<file path="src/rtl/ijump_pkg.sv">
package ijump_pkg;

  typedef enum logic [1:0] {
    ST_FETCH,
    ST_DECODE,
    ST_FETCH2,
    ST_EXEC
  } state_e;

  typedef enum logic [1:0] {
    KIND_JUMP,
    KIND_PREFIX,
    KIND_BAD
  } kind_e;

  typedef enum logic [1:0] {
    PC_HOLD,
    PC_INC,
    PC_LOAD
  } pcop_e;

endpackage

</file>
<file path="src/rtl/ijump_decode.sv">
// Classifies the first opcode byte against the current mode.
module ijump_decode #(
  parameter int              OP_W         = 8,
  parameter logic [OP_W-1:0] OP_JUMP      = 8'hE9,
  parameter logic [OP_W-1:0] OP_PFX_SHORT = 8'h52,
  parameter logic [OP_W-1:0] OP_PFX_LONG  = 8'h49
) (
  input  logic [OP_W-1:0]   op,
  input  logic              wide,
  output ijump_pkg::kind_e  kind,
  output logic              want_long
);

  always_comb begin
    kind      = ijump_pkg::KIND_BAD;
    want_long = wide;
    if (op == OP_JUMP) begin
      kind = ijump_pkg::KIND_JUMP;
    end else if (op == OP_PFX_LONG && !wide) begin
      kind      = ijump_pkg::KIND_PREFIX;
      want_long = 1'b1;
    end else if (op == OP_PFX_SHORT && wide) begin
      kind      = ijump_pkg::KIND_PREFIX;
      want_long = 1'b0;
    end
  end

endmodule

</file>
<file path="src/rtl/ijump_pc_next.sv">
// Next program counter: hold, mode-aware increment, or narrow/wide load.
module ijump_pc_next #(
  parameter int ADDR_W = 24,
  parameter int LOW_W  = 16
) (
  input  logic [ADDR_W-1:0] pc_cur,
  input  logic              wide,
  input  logic [ADDR_W-1:0] src,
  input  ijump_pkg::pcop_e  op,
  input  logic              load_long,
  output logic [ADDR_W-1:0] pc_nxt
);

  localparam logic [ADDR_W-1:0] ONE_W = ADDR_W'(1);
  localparam logic [LOW_W-1:0]  ONE_L = LOW_W'(1);

  always_comb begin
    pc_nxt = pc_cur;
    case (op)
      ijump_pkg::PC_INC: begin
        if (wide) pc_nxt = pc_cur + ONE_W;
        else      pc_nxt = {pc_cur[ADDR_W-1:LOW_W], pc_cur[LOW_W-1:0] + ONE_L};
      end
      ijump_pkg::PC_LOAD: begin
        if (load_long) pc_nxt = src;
        else           pc_nxt = {pc_cur[ADDR_W-1:LOW_W], src[LOW_W-1:0]};
      end
      default: pc_nxt = pc_cur;
    endcase
  end

endmodule

</file>
<file path="src/rtl/ijump_addr_form.sv">
// Effective address: page base joined to the low counter in compatibility mode.
module ijump_addr_form #(
  parameter int ADDR_W = 24,
  parameter int LOW_W  = 16,
  localparam int BASE_W = ADDR_W - LOW_W
) (
  input  logic [ADDR_W-1:0] pc_in,
  input  logic              wide,
  input  logic [BASE_W-1:0] base,
  output logic [ADDR_W-1:0] addr
);

  always_comb begin
    if (wide) addr = pc_in;
    else      addr = {base, pc_in[LOW_W-1:0]};
  end

endmodule

</file>
<file path="src/rtl/ijump_seq.sv">
module ijump_seq #(
  parameter int                   ADDR_W       = 24,
  parameter int                   LOW_W        = 16,
  parameter int                   OP_W         = 8,
  parameter logic [OP_W-1:0]      OP_JUMP      = 8'hE9,
  parameter logic [OP_W-1:0]      OP_PFX_SHORT = 8'h52,
  parameter logic [OP_W-1:0]      OP_PFX_LONG  = 8'h49
) (
  input  logic                        clk,
  input  logic                        rst,
  input  logic [OP_W-1:0]             mem_rdata,
  input  logic [ADDR_W-1:0]           jump_src,
  input  logic                        base_we,
  input  logic [ADDR_W-LOW_W-1:0]     base_wdata,
  output logic [ADDR_W-1:0]           fetch_addr,
  output logic [ADDR_W-1:0]           pc,
  output logic                        mode,
  output logic                        done,
  output logic                        illegal
);

  import ijump_pkg::*;

  localparam int BASE_W = ADDR_W - LOW_W;

  state_e              state_q, state_n;
  logic [OP_W-1:0]     op_q, op_n;
  logic                long_q, long_n;
  logic [BASE_W-1:0]   base_q, base_n;
  logic                mode_n;
  logic                done_n, ill_n;
  pcop_e               pc_op;
  logic [ADDR_W-1:0]   pc_n;
  logic [ADDR_W-1:0]   fa_n;
  kind_e               kind;
  logic                want_long;

  ijump_decode #(
    .OP_W(OP_W), .OP_JUMP(OP_JUMP),
    .OP_PFX_SHORT(OP_PFX_SHORT), .OP_PFX_LONG(OP_PFX_LONG)
  ) u_dec (
    .op(op_q), .wide(mode), .kind(kind), .want_long(want_long)
  );

  ijump_pc_next #(.ADDR_W(ADDR_W), .LOW_W(LOW_W)) u_pcn (
    .pc_cur(pc), .wide(mode), .src(jump_src), .op(pc_op),
    .load_long(long_q), .pc_nxt(pc_n)
  );

  ijump_addr_form #(.ADDR_W(ADDR_W), .LOW_W(LOW_W)) u_addr (
    .pc_in(pc_n), .wide(mode_n), .base(base_n), .addr(fa_n)
  );

  always_comb begin
    state_n = state_q;
    op_n    = op_q;
    long_n  = long_q;
    mode_n  = mode;
    done_n  = 1'b0;
    ill_n   = 1'b0;
    pc_op   = PC_HOLD;
    base_n  = base_we ? base_wdata : base_q;
    case (state_q)
      ST_FETCH: begin
        op_n    = mem_rdata;
        pc_op   = PC_INC;
        state_n = ST_DECODE;
      end
      ST_DECODE: begin
        case (kind)
          KIND_JUMP: begin
            long_n  = want_long;
            state_n = ST_EXEC;
          end
          KIND_PREFIX: begin
            long_n  = want_long;
            state_n = ST_FETCH2;
          end
          default: begin
            ill_n   = 1'b1;
            state_n = ST_FETCH;
          end
        endcase
      end
      ST_FETCH2: begin
        pc_op = PC_INC;
        if (mem_rdata == OP_JUMP) begin
          state_n = ST_EXEC;
        end else begin
          ill_n   = 1'b1;
          state_n = ST_FETCH;
        end
      end
      ST_EXEC: begin
        pc_op   = PC_LOAD;
        mode_n  = long_q;
        done_n  = 1'b1;
        state_n = ST_FETCH;
      end
      default: state_n = ST_FETCH;
    endcase
  end

  always_ff @(posedge clk) begin
    if (rst) begin
      state_q    <= ST_FETCH;
      op_q       <= '0;
      long_q     <= 1'b0;
      base_q     <= '0;
      pc         <= '0;
      mode       <= 1'b0;
      fetch_addr <= '0;
      done       <= 1'b0;
      illegal    <= 1'b0;
    end else begin
      state_q    <= state_n;
      op_q       <= op_n;
      long_q     <= long_n;
      base_q     <= base_n;
      pc         <= pc_n;
      mode       <= mode_n;
      fetch_addr <= fa_n;
      done       <= done_n;
      illegal    <= ill_n;
    end
  end

endmodule

</file>
<file path="config.mk">
export PLATFORM = sky130hd
export DESIGN_NAME = ijump_seq
export DESIGN_NICKNAME = d
export VERILOG_FILES = /design/src/rtl/ijump_pkg.sv /design/src/rtl/ijump_decode.sv /design/src/rtl/ijump_pc_next.sv /design/src/rtl/ijump_addr_form.sv /design/src/rtl/ijump_seq.sv
export SDC_FILE = /design/constraint.sdc
export NUM_CORES = 1
export LEC_CHECK = 0
export BUFFER_PORTS_ARGS = -buffer_cell sky130_fd_sc_hd__buf_4
export CORE_MARGIN = 4
export CORE_UTILIZATION = 56
export CTS_BUF_LIST = sky130_fd_sc_hd__clkbuf_16
export DETAILED_ROUTE_END_ITERATION = 16
export GPL_ROUTABILITY_DRIVEN = 0
export PLACE_DENSITY = 0.83
export SLEW_MARGIN = 15
export SYNTH_ARGS = -nofsm -noshare
export SYNTH_HDL_FRONTEND = slang
export SYNTH_SLANG_ARGS = --single-unit
</file>
<file path="constraint.sdc">
create_clock -name clk -period 4.2 [get_ports clk]
set_input_delay 0 -clock clk [delete_from_list [all_inputs] [get_ports clk]]
set_output_delay 0 -clock clk [all_outputs]
set_load 0.05 [all_outputs]
</file>
### Word-level counts from Yosys, hierarchy flattened

Cells that the tools add are included.

| storage, ports and cells | value |
|---|---|
| logic and storage cells | 49 |
| register bits after elaboration | 70 |
| input port bits | 43 |
| output and inout bits | 51 |

| cells by class | value |
|---|---|
| mux-type cells | 20 |
| reduce and logical (&&, ||, !) cells | 8 |
| eq/ne operators | 10 |
| $add $sub $neg | 2 |

Operators with widths:

| operator | number |
|---|---|
| 2-to-1 mux 24 bit | 3 |
| case mux 24 bit (2 select lines) | 1 |
| adder 24 x 1 -> 24 bit, second input constant | 1 |
| adder 16 x 1 -> 16 bit, second input constant | 1 |
| equality test 8 x 7 -> 1 bit, second input constant | 2 |
| equality test 8 bit, second input constant | 2 |
| 2-to-1 mux 2 bit | 4 |
| 2-to-1 mux 8 bit | 1 |
| case mux 2 bit (2 select lines) | 2 |
| case mux 2 bit (4 select lines) | 1 |
| 2-to-1 mux 1 bit | 7 |
| equality test 2 x 1 -> 1 bit, second input constant | 3 |
| equality test 2 bit, second input constant | 3 |
| logical NOT 2 bit | 2 |
| OR reduction 2 bit | 2 |
| logical AND 1 bit | 2 |
| case mux 1 bit (2 select lines) | 1 |
| AND reduction 2 bit | 1 |
| logical NOT 1 bit | 1 |

### Logic depth before layout (Yosys ltp)

Gate-level depths: netlist (run 1).

| depth | value |
|---|---|
| depth after elaboration | 9 |
| depth in mapped cells | 8 |
| gate-level depth less buffers | 7 |

### By module

From an unflattened synthesis (run 1), not the netlist that was laid out.

| unflattened totals | value |
|---|---|
| cell total of the unflattened synthesis | 406 |
| area, all modules | 3711.1 um2 |

By module, submodules not included:

| module | times used | cells an instance | area each (um2) |
|---|---|---|---|
| ijump_seq | 1 | 188 | 2199.6 |
| ijump_pc_next | 1 | 180 | 1181.1 |
| ijump_addr_form | 1 | 25 | 251.5 |
| ijump_decode | 1 | 13 | 78.8 |

### Least setup slack after synthesis (run 1)

OpenSTA, ideal clock, no wires.

| timing path | value |
|---|---|
| kind | reg2reg |
| start | register mode |
| end | register fetch_addr[19] |
| library setup time | 0.125 ns |
| data arrival time | 1.962 ns |
| cell stages (with the launch flop) | 7 |
| setup slack | 2.113 ns |
| cell sequence | dfxtp_1 > buf_2 > nand4_1 > or2_1 > nor3_2 > a21oi_1 > o41a_1 |

| between the ends | value |
|---|---|
| cells in the longest elaborated chain, start to end | 3 |
| elaborated cells on any way between the ends | 4 |
| classes of those cells | 4 x mux |

RTL lines:

| element | RTL line | text |
|---|---|---|
| from (decl) | ijump_seq.sv:17 | `output logic mode,` |
| from (signal assigned) | ijump_seq.sv:121 | `mode <= mode_n;` |
| 2-to-1 mux 24 bit | ijump_pc_next.sv:21 | `if (wide) pc_nxt = pc_cur + ONE_W;` |
| case mux 24 bit (2 select lines) | ijump_pc_next.sv:19 | `case (op)` |
| 2-to-1 mux 24 bit * | ijump_addr_form.sv:14 | `if (wide) addr = pc_in;` |
| to (signal assigned) | ijump_seq.sv:122 | `fetch_addr <= fa_n;` |
| to (decl) | ijump_seq.sv:15 | `output logic [ADDR_W-1:0] fetch_addr,` |

Every way passes the cells marked *; elsewhere a longest branch is shown, timed or not.
A chain may end at the register's enable or synchronous reset.

### Worst setup path in the final report (run 1)

| timing path | value |
|---|---|
| start | register state_q[0] |
| end | register pc[21] |

| between the ends | value |
|---|---|
| cells in the longest elaborated chain, start to end | 5 |
| elaborated cells on any way between the ends | 8 |
| classes of those cells | 4 x eq/ne; 2 x mux; 2 x reduce/logical |

RTL lines:

| element | RTL line | text |
|---|---|---|
| from (decl) | ijump_seq.sv:26 | `state_e state_q, state_n;` |
| from (signal assigned) | ijump_seq.sv:116 | `state_q <= state_n;` |
| equality test 2 bit / logical NOT 2 bit (equally long branches) | ijump_seq.sv:63 | `case (state_q)` |
| OR reduction 2 bit (no line) | n/a |  |
| case mux 2 bit (2 select lines) * | ijump_seq.sv:63 |  |
| equality test 2 bit / equality test 2 x 1 -> 1 bit (equally long branches) | ijump_pc_next.sv:19 |  |
| case mux 24 bit (2 select lines) * | ijump_pc_next.sv:19 |  |
| to (signal assigned) | ijump_seq.sv:120 | `pc <= pc_n;` |
| to (decl) | ijump_seq.sv:16 | `output logic [ADDR_W-1:0] pc,` |

Marks and branches as above.

==> key figures, run 1 <==
Drt
  – WL met3: 475 um
  – Routed WL: 8300 um
  – Vias per cell: 5.89
  – Remaining antenna violation count after routing: 0
  – # DRC: 0
  – Routed via count: 3,051
  – DR top layer: met4
  – Routed met2 length: 4240 um
  – DR pass1 iterations: 4
  – Wire length per cell: 16.0 um
  – DR iter-0 viols: 268
  – DRT met1 WL: 3470 um

CTS
  – CTS Buffer Depth: 2
  – Root buffer cell: clkbuf_16
  – Skew-Pair Late Insertion Delay: 0.29 ns
  – TritonCTS Buffers: 5
  – CTS tree: done
  – H-tree depth reported by CTS: 2
  – Clock sink count: 54
  – Clock transition at the registers of the reported paths: 0.07 ns
  – Postcts setup bufs: 0

Global route
  – Largest net degree at the start of global routing: 51
  – GRT overflow: 0
  – Initial antenna violation count: 0
  – Number of global-route vias before repair: 2,971
  – First-pass GRT wire length: 14,100 um
  – All-Layer GR Usage: 0.237

Pwr
  – Largest vdd supply drop: 0.284 mV
  – Pwr dens: 297 nW/um^2
  – Leakage power: 1.67 nW

Floorplan
  – Die height: 82.8 um
  – IO Pins: 94
  – Die W: 82.8 um
  – Die Area: 6860 um^2
  – Cell Rows: 26
  – Initial core utilization: 0.595
  – Core area: 5270 um^2

Synthesis
  – Netlist cell types: 66
  – Sequential fraction of the synthesis area: 0.345
  – Total nets after synthesis: 422
  – Cells after synthesis: 373
  – Yosys reg bits: 54
  – Synth async-reset ratio: 0
  – Avg Synthesized Cell Area: 8.41 um^2
  – Mapped cell area: 3140 um^2
  – Post-synth EDFFs: 0
  – Synthesis Warnings: 0
  – Main synth FF type: dfxtp_1

Place
  – IO buf count: 93
  – Detailed placer's ending HPWL: 5790 um

Run
  – Total of max-cap violations: 0

STA
  – Fin crit period: 2.55 ns
  – Final-report max-slew violation count: 0
  – Final setup vio count: 0
  – Fraction of the cycle the final worst path needs: 0.608
  – Max Clock Skew: 0.00383 ns
  – Worst slew pin tran: 0.978 ns
  – Final setup TNS: 0 ns
  – Fin. Hold Viols: 0
  – Slew headroom: 0.348
  – RSZ-0062 raised after global routing: false
  – Max Clk Rate: 392 MHz

Critical path
  – Reg-to-reg slack, setup: 1.65 ns
  – Crit path cell chain: inv_1 > ha_1 > o21ba_1 > nand2b_1 > or4_1 > a31oi_1
  – Reg-to-Reg Start: state_q[0]
  – Critical path launch point type: register
  – Required @ worst endpoint: 4.42 ns
  – CP Capture Type: register
  – Worst-path fanout max: 19
  – RR Endpoint: pc[21]
  – R2R depth: 6
  – CP max stage delay: 0.69 ns
  – Crit-path slowest cell: o21ba_1
  – Crit path kind: reg -> reg
  – WP data arrival: 2.77 ns

Final layout
  – Final-stage net count: 496
  – Share of cells above drive strength 1: 0.277
  – Fin util: 0.754
  – P&R area growth vs syn: 26.6%
  – Ant. Diodes: 0

Status
  – Status: finished, final reports clean

Min path
  – Worst Hold Depth: 3
  – Hold WC Path Type: in -> reg
  – Hold_sp: base_wdata[5]
  – Hold EP: base_q[5]
-- cells in the mapped netlist (3+ instances only) --
master,instances,area (um^2)
dfxtp_1,54,1080
nor2_1,40,150
a21oi_1,25,125
mux2i_1,22,220
nand2_1,21,78.8
buf_4,19,143
o21ai_0,18,90.1
nand3_1,15,75.1
inv_1,11,41.3
a31oi_1,10,62.6
clkbuf_1,9,33.8
nand4_1,7,43.8
a22oi_1,6,45.0
ha_1,6,75.1
nand2b_1,6,37.5
nor2b_1,6,37.5
nor3_1,6,30.0
buf_2,5,25.0
or2_2,5,31.3
a211oi_1,4,30.0
a21o_1,4,30.0
a221oi_1,4,35.0
mux2_2,4,45.0
nor4_1,4,25.0
a32oi_1,3,26.3
and4_1,3,26.3
buf_1,3,11.3
nor4bb_1,3,30.0
-- worst max-delay path: cells and delay by family (launching register included) --
| kind | cells | cell delay (ns) |
|---|---|---|
| adders and majority gates | 1 | 0.53 |
| AOI/OAI and AO/OA | 2 | 0.86 |
| buffers and inverters | 1 | 0.09 |
| and+or+nand+nor | 2 | 0.66 |
| DFF | 1 | 0.35 |
-- logic make-up (layout without fill, tap and decap cells) --
logic type | count (synthesis) | after routing | synth area share
buf+inv | 51 | 126 | 0.0937
flops | 54 | 54 | 0.345
simple gates | 136 | 136 | 0.240
fa+ha+maj | 6 | 6 | 0.0239
xor+xnor | 2 | 2 | 0.00559
mux | 26 | 26 | 0.0846
compound gates | 98 | 98 | 0.207
-- through the flow --
| stage | setup WS, ns | hold slack (ns) | power, W | instance area (um^2) | instances |
|---|---|---|---|---|---|
| after floorplan | 2.11 | 0.0842 | 0.000658 | 3140 | 373 |
| after global placement | 1.73 | 0.247 | 0.000712 | 3680 | 498 |
| after detailed placement | 1.67 | 0.256 | 0.000716 | 3680 | 498 |
| after CTS | 1.64 | 0.00514 | 0.00118 | 3970 | 518 |
| after global routing | 1.48 | 0.0271 | 0.00122 | 3970 | 518 |
| final | 1.65 | 0.00156 | 0.00118 | 3970 | 518 |
-- repair_timing --
action / in CTS / in global routing
hold endpoints to repair: 12 / 0
hold buffers: 12 / 0
resized for setup: 0 / 0
endpoints found under the setup margin: 0 / 0
-- power breakdown --
group | leakage (nW) | total (W) | internal (W) | switching (W)
Combinational | 1.15 | 0.000173 | 0.0000770 | 0.0000959
Clock | 0.0812 | 0.000465 | 0.000279 | 0.000186
Sequential | 0.441 | 0.000541 | 0.000529 | 0.0000119
-- area by class of cell --
class	count	area [um^2]
clock buffer	5	125
clock inverter	3	41.3
fill	414	1300
inverter	11	41.3
multi-input combinational	268	1760
sequential	54	1080
tap	70	87.6
timing repair buffer	107	833
-- cells in the final DEF, fill, tap and decap left out, drive strengths merged, types with 12 or more instances in the layout --
master / netlist / routed
dlygate4sd3: 0 / 12
nand3: 15 / 15
dfxtp: 54 / 54
buf: 29 / 95
o21ai: 18 / 18
mux2i: 22 / 22
a21oi: 25 / 25
nor2: 40 / 40
inv: 11 / 12
nand2: 22 / 22
-- worst max path at each step --
| stage | from | slack [ns] | cells past startpoint | end |
|---|---|---|---|---|
| final | state_q[0] | 1.65 | 6 | pc[21] |
| after CTS | state_q[0] | 1.64 | 6 | pc[21] |
| after floorplan | mode | 2.11 | 6 | fetch_addr[19] |
| after global placement | state_q[0] | 1.73 | 6 | pc[21] |
| after detailed placement | state_q[1] | 1.67 | 6 | pc[21] |
| after global routing | state_q[1] | 1.48 | 6 | pc[21] |
-- layer usage --
layer / global-route usage / vias up
met5: 0 / -
met4: 0.0639 / 0
met3: 0.0455 / 11
met2: 0.423 / 99
met1: 0.290 / 1448
li1: - / 1493
Note: power is estimated with default switching activity, not from simulation.
==> run 2: changes to the inputs <==
--- a/config.mk
+++ b/config.mk
@@ -5,13 +5,14 @@
 export SDC_FILE = /design/constraint.sdc
 export NUM_CORES = 1
 export LEC_CHECK = 0
+export ABC_AREA = 1
 export BUFFER_PORTS_ARGS = -buffer_cell sky130_fd_sc_hd__buf_4
 export CORE_MARGIN = 4
-export CORE_UTILIZATION = 56
+export CORE_UTILIZATION = 47
 export CTS_BUF_LIST = sky130_fd_sc_hd__clkbuf_16
 export DETAILED_ROUTE_END_ITERATION = 16
 export GPL_ROUTABILITY_DRIVEN = 0
-export PLACE_DENSITY = 0.83
+export PLACE_DENSITY = 0.74
 export SLEW_MARGIN = 15
 export SYNTH_ARGS = -nofsm -noshare
 export SYNTH_HDL_FRONTEND = slang
==> constraint.sdc (replaced) <==
create_clock -name clk -period 2 [get_ports clk]
set_input_delay 0 -clock clk [delete_from_list [all_inputs] [get_ports clk]]
set_output_delay 0 -clock clk [all_outputs]
set_load 0.05 [all_outputs]
==> run 2 against run 1 <==
The flow now finishes with violations (negative hold slack); clock power increased by 88%; largest cell class unchanged; routed wire length shrank 0.25%; critical path depth stayed put; synthesized cell count up 20%; flip-flop and latch count unchanged; power rose by 140%; critical path type unchanged; core utilization down 12 points; global-route usage fell by 2.3 points; clock-buffer cell count unchanged; first-iteration DRC count is 44% lower; synthesized area decreased by 2.2%.
==> key figures, run 2 <==
Drt
  – Routed via count: 3,168 (+3.8%)
  – DR iter-0 viols: 150 (-44%)
  – DR pass1 iterations: 4 (unchanged)
  – Remaining antenna violation count after routing: 0 (unchanged)
  – Vias per cell: 5.18 (-12%)
  – # DRC: 0 (unchanged)
  – Routed WL: 8280 um (-0.25%)
  – Wire length per cell: 13.6 um (-15%)

Final layout
  – Share of cells above drive strength 1: 0.240 (-0.0371)
  – P&R area growth vs syn: 30.7%
  – Commonest cells after routing, fill and taps aside: buf_4 (101), nand2_1 (85), dfxtp_1 (54)
  – Most common cell after layout, fill and taps aside: buf_4
  – Final-stage net count: 582 (+17%)
  – Design Area, Final: 4010 um^2 (+0.95%)
  – Layout Cells excl Fill: 611 (+18%)
  – Ant. Diodes: 0 (unchanged)

Synthesis
  – Share of the synthesized area in the top cell type: 0.353 (+0.00787)
  – Yosys reg bits: 54 (unchanged)
  – Synth async-reset ratio: 0 (unchanged)
  – Mapped cell area: 3070 um^2 (-2.2%)
  – Post-synth top area cell: dfxtp_1
  – Cells after synthesis: 446 (+20%)
  – Avg Synthesized Cell Area: 6.88 um^2 (-18%)
  – Total nets after synthesis: 495 (+17%)
  – Netlist cell types: 32 (-52%)
  – Sequential fraction of the synthesis area: 0.353 (+0.00787)
  – Count leader, synth: nand2_1
  – Post-synth EDFFs: 0 (unchanged)
  – Synthesis Warnings: 0 (unchanged)
  – Synth area leaders: dfxtp_1 (35%), nand2_1 (10%), a21oi_1 (8.3%)
  – Synth cell count leaders: nand2_1 (85), dfxtp_1 (54), a21oi_1 (51), nor2_1 (46), inv_1 (43)
  – Main synth FF type: dfxtp_1

Place
  – Placement Setup Slack: 0.280 ns (-1.39 ns)
  – Detailed placer's ending HPWL: 6010 um (+3.8%)
  – Dpl cells: 588 (+18%)
  – IO buf count: 93 (unchanged)
  – Placed cell areas: 3710 um^2 (+0.78%)

Global route
  – Initial antenna violation count: 0 (unchanged)
  – First-pass GRT wire length: 13,500 um (-3.9%)
  – Largest net degree at the start of global routing: 35 (-31%)
  – All-Layer GR Usage: 0.214 (-0.0232)
  – Number of global-route vias before repair: 2,939 (-1.1%)
  – GRT overflow: 0 (unchanged)

STA
  – Worst slew pin tran: 0.719 ns (-0.259 ns)
  – Max Clk Rate: 565 MHz (+44%)
  – Final setup TNS: 0 ns (unchanged)
  – Fin. Hold Viols: 2 (+2)
  – Fraction of the cycle the final worst path needs: 0.885 (+0.277)
  – Final setup vio count: 0 (unchanged)
  – Max Clock Skew: 0.00769 ns (+0.00386 ns)
  – Final-report max-slew violation count: 0 (unchanged)
  – Fin crit period: 1.77 ns (-0.783 ns)
  – Min Hold Slack: -0.00133 ns (-0.00289 ns)
  – RSZ-0062 raised after global routing: false
  – Fin worst setup slack: 0.230 ns (-1.42 ns)
  – Slew headroom: 0.520 (+0.173)

Pwr
  – Leakage power: 1.82 nW (+8.8%)
  – Largest vdd supply drop: 0.434 mV (+53%)
  – Pwr dens: 696 nW/um^2 (+130%)

CTS
  – CTS resizes: 0 (unchanged)
  – Clock transition at the registers of the reported paths: 0.07 ns (about the same)
  – Clock sink count: 54 (unchanged)
  – H-tree depth reported by CTS: 2 (unchanged)
  – CTS Buffer Depth: 2 (unchanged)
  – CTS tree: done
  – Postcts setup bufs: 0 (unchanged)
  – Root buffer cell: clkbuf_16
  – Skew-Pair Late Insertion Delay: 0.30 ns (about the same)
  – TritonCTS Buffers: 5 (unchanged)

Critical path
  – Top delay family on crit path: compound AO/OA/AOI/OAI gates
  – Required @ worst endpoint: 2.21 ns (-2.21 ns)
  – Worst-path fanout max: 10 (-9)
  – Critical path launch point type: register
  – Crit path kind: reg -> reg
  – Crit-path slowest cell: dfxtp_1
  – Cell mode on critical path: inv_1
  – Crit path cell chain: ha_1 > inv_1 > or2_2 > o21ai_2 > inv_1 > a21boi_0
  – WP data arrival: 1.98 ns (-0.79 ns)
  – CP max stage delay: 0.39 ns (-0.30 ns)
  – CP Capture Type: register
  – Bufs and invs on worst path: 2 (+1)

Floorplan
  – IO Pins: 94 (unchanged)
  – Initial core utilization: 0.483 (-0.112)
  – Die Area: 7880 um^2 (+15%)
  – Cell Rows: 29 (+12%)
  – Die W: 88.8 um (+7.2%)
  – Die height: 88.8 um (+7.2%)
  – Core area: 6350 um^2 (+20%)

Min path
  – Hold WC Path Type: in -> reg

Status
  – Failing checks: negative hold slack
  – Status: finished, violations left

Run
  – Total of max-cap violations: 0 (unchanged)
[run 2: cell types whose count changed after synthesis, sizes merged, moves of 10 or more]
cell | previous run | this run
o21ai | 18 | 36
nand2 | 22 | 87
a31oi | 10 | 0
nand3 | 15 | 31
inv | 11 | 45
mux2i | 22 | 8
nor2 | 40 | 51
a21oi | 25 | 52
[run 2: repair_timing]
action | in CTS | in global routing
setup endpoints to repair | 0 | 0
hold buffers | 15 | 0
endpoints found under the hold margin | 15 | 0
[run 2: metrics by stage]
stage / total power, W / utilization
after global routing: 0.00291 / 0.631
final: 0.00279 / 0.631
after floorplan: 0.00171 / -
after CTS: 0.00279 / 0.631
after global placement: 0.00190 / 0.585
after detailed placement: 0.00191 / 0.585
[run 2: logic make-up after synthesis]
logic type / share of synthesized area
adder cells (fa/ha/maj): 0.0245
multiplexers: 0.0261
flip-flops: 0.353
AO/OA/AOI/OAI: 0.198
buffers and inverters: 0.123
AND/OR/NAND/NOR: 0.276
[run 2: metal layers]
metal / GRT usage / vias to the layer above / routed length (um)
li1: - / 1633 / -
met1: 0.282 / 1418 / 3720
met2: 0.366 / 108 / 3870
met3: 0.0391 / 9 / 611
met4: 0.0440 / 0 / 80
met5: 0 / - / 0
[run 2: worst min-delay path, stage by stage]
cell and delay [ns]:
buf_4 0.08, a21oi_1 0.05, a21oi_1 0.13
[run 2: area by class of cell]
type                            instances  area [um^2]
Multi-Input combinational cell        311         1610
Inverter                               45          169
Tap cell                               77         96.3
Timing Repair Buffer                  116          908
Clock inverter                          3         20.0
Fill cell                             576         2340
Clock buffer                            5          125
Sequential cell                        54         1080
[run 2: path summary, 6_finish.rpt]
check	from	to	slack, ns	cells past startpoint
worst max-delay path	state_q[0]	fetch_addr[18]	0.23	6
worst min-delay path	jump_src[1]	register	-0.001	3
worst max register to register	state_q[0]	fetch_addr[18]	0.23	6
worst min register to register	op_q[6]	op_q[6]	0.49	2
[run 2: power by group]
group / leakage [nW] / internal (W) / switching, W
registers: 0.445 / 0.00114 / 0.0000654
clock network: 0.0679 / 0.000465 / 0.000408
logic: 1.31 / 0.000255 / 0.000452
total: 1.82 / 0.00186 / 0.000925
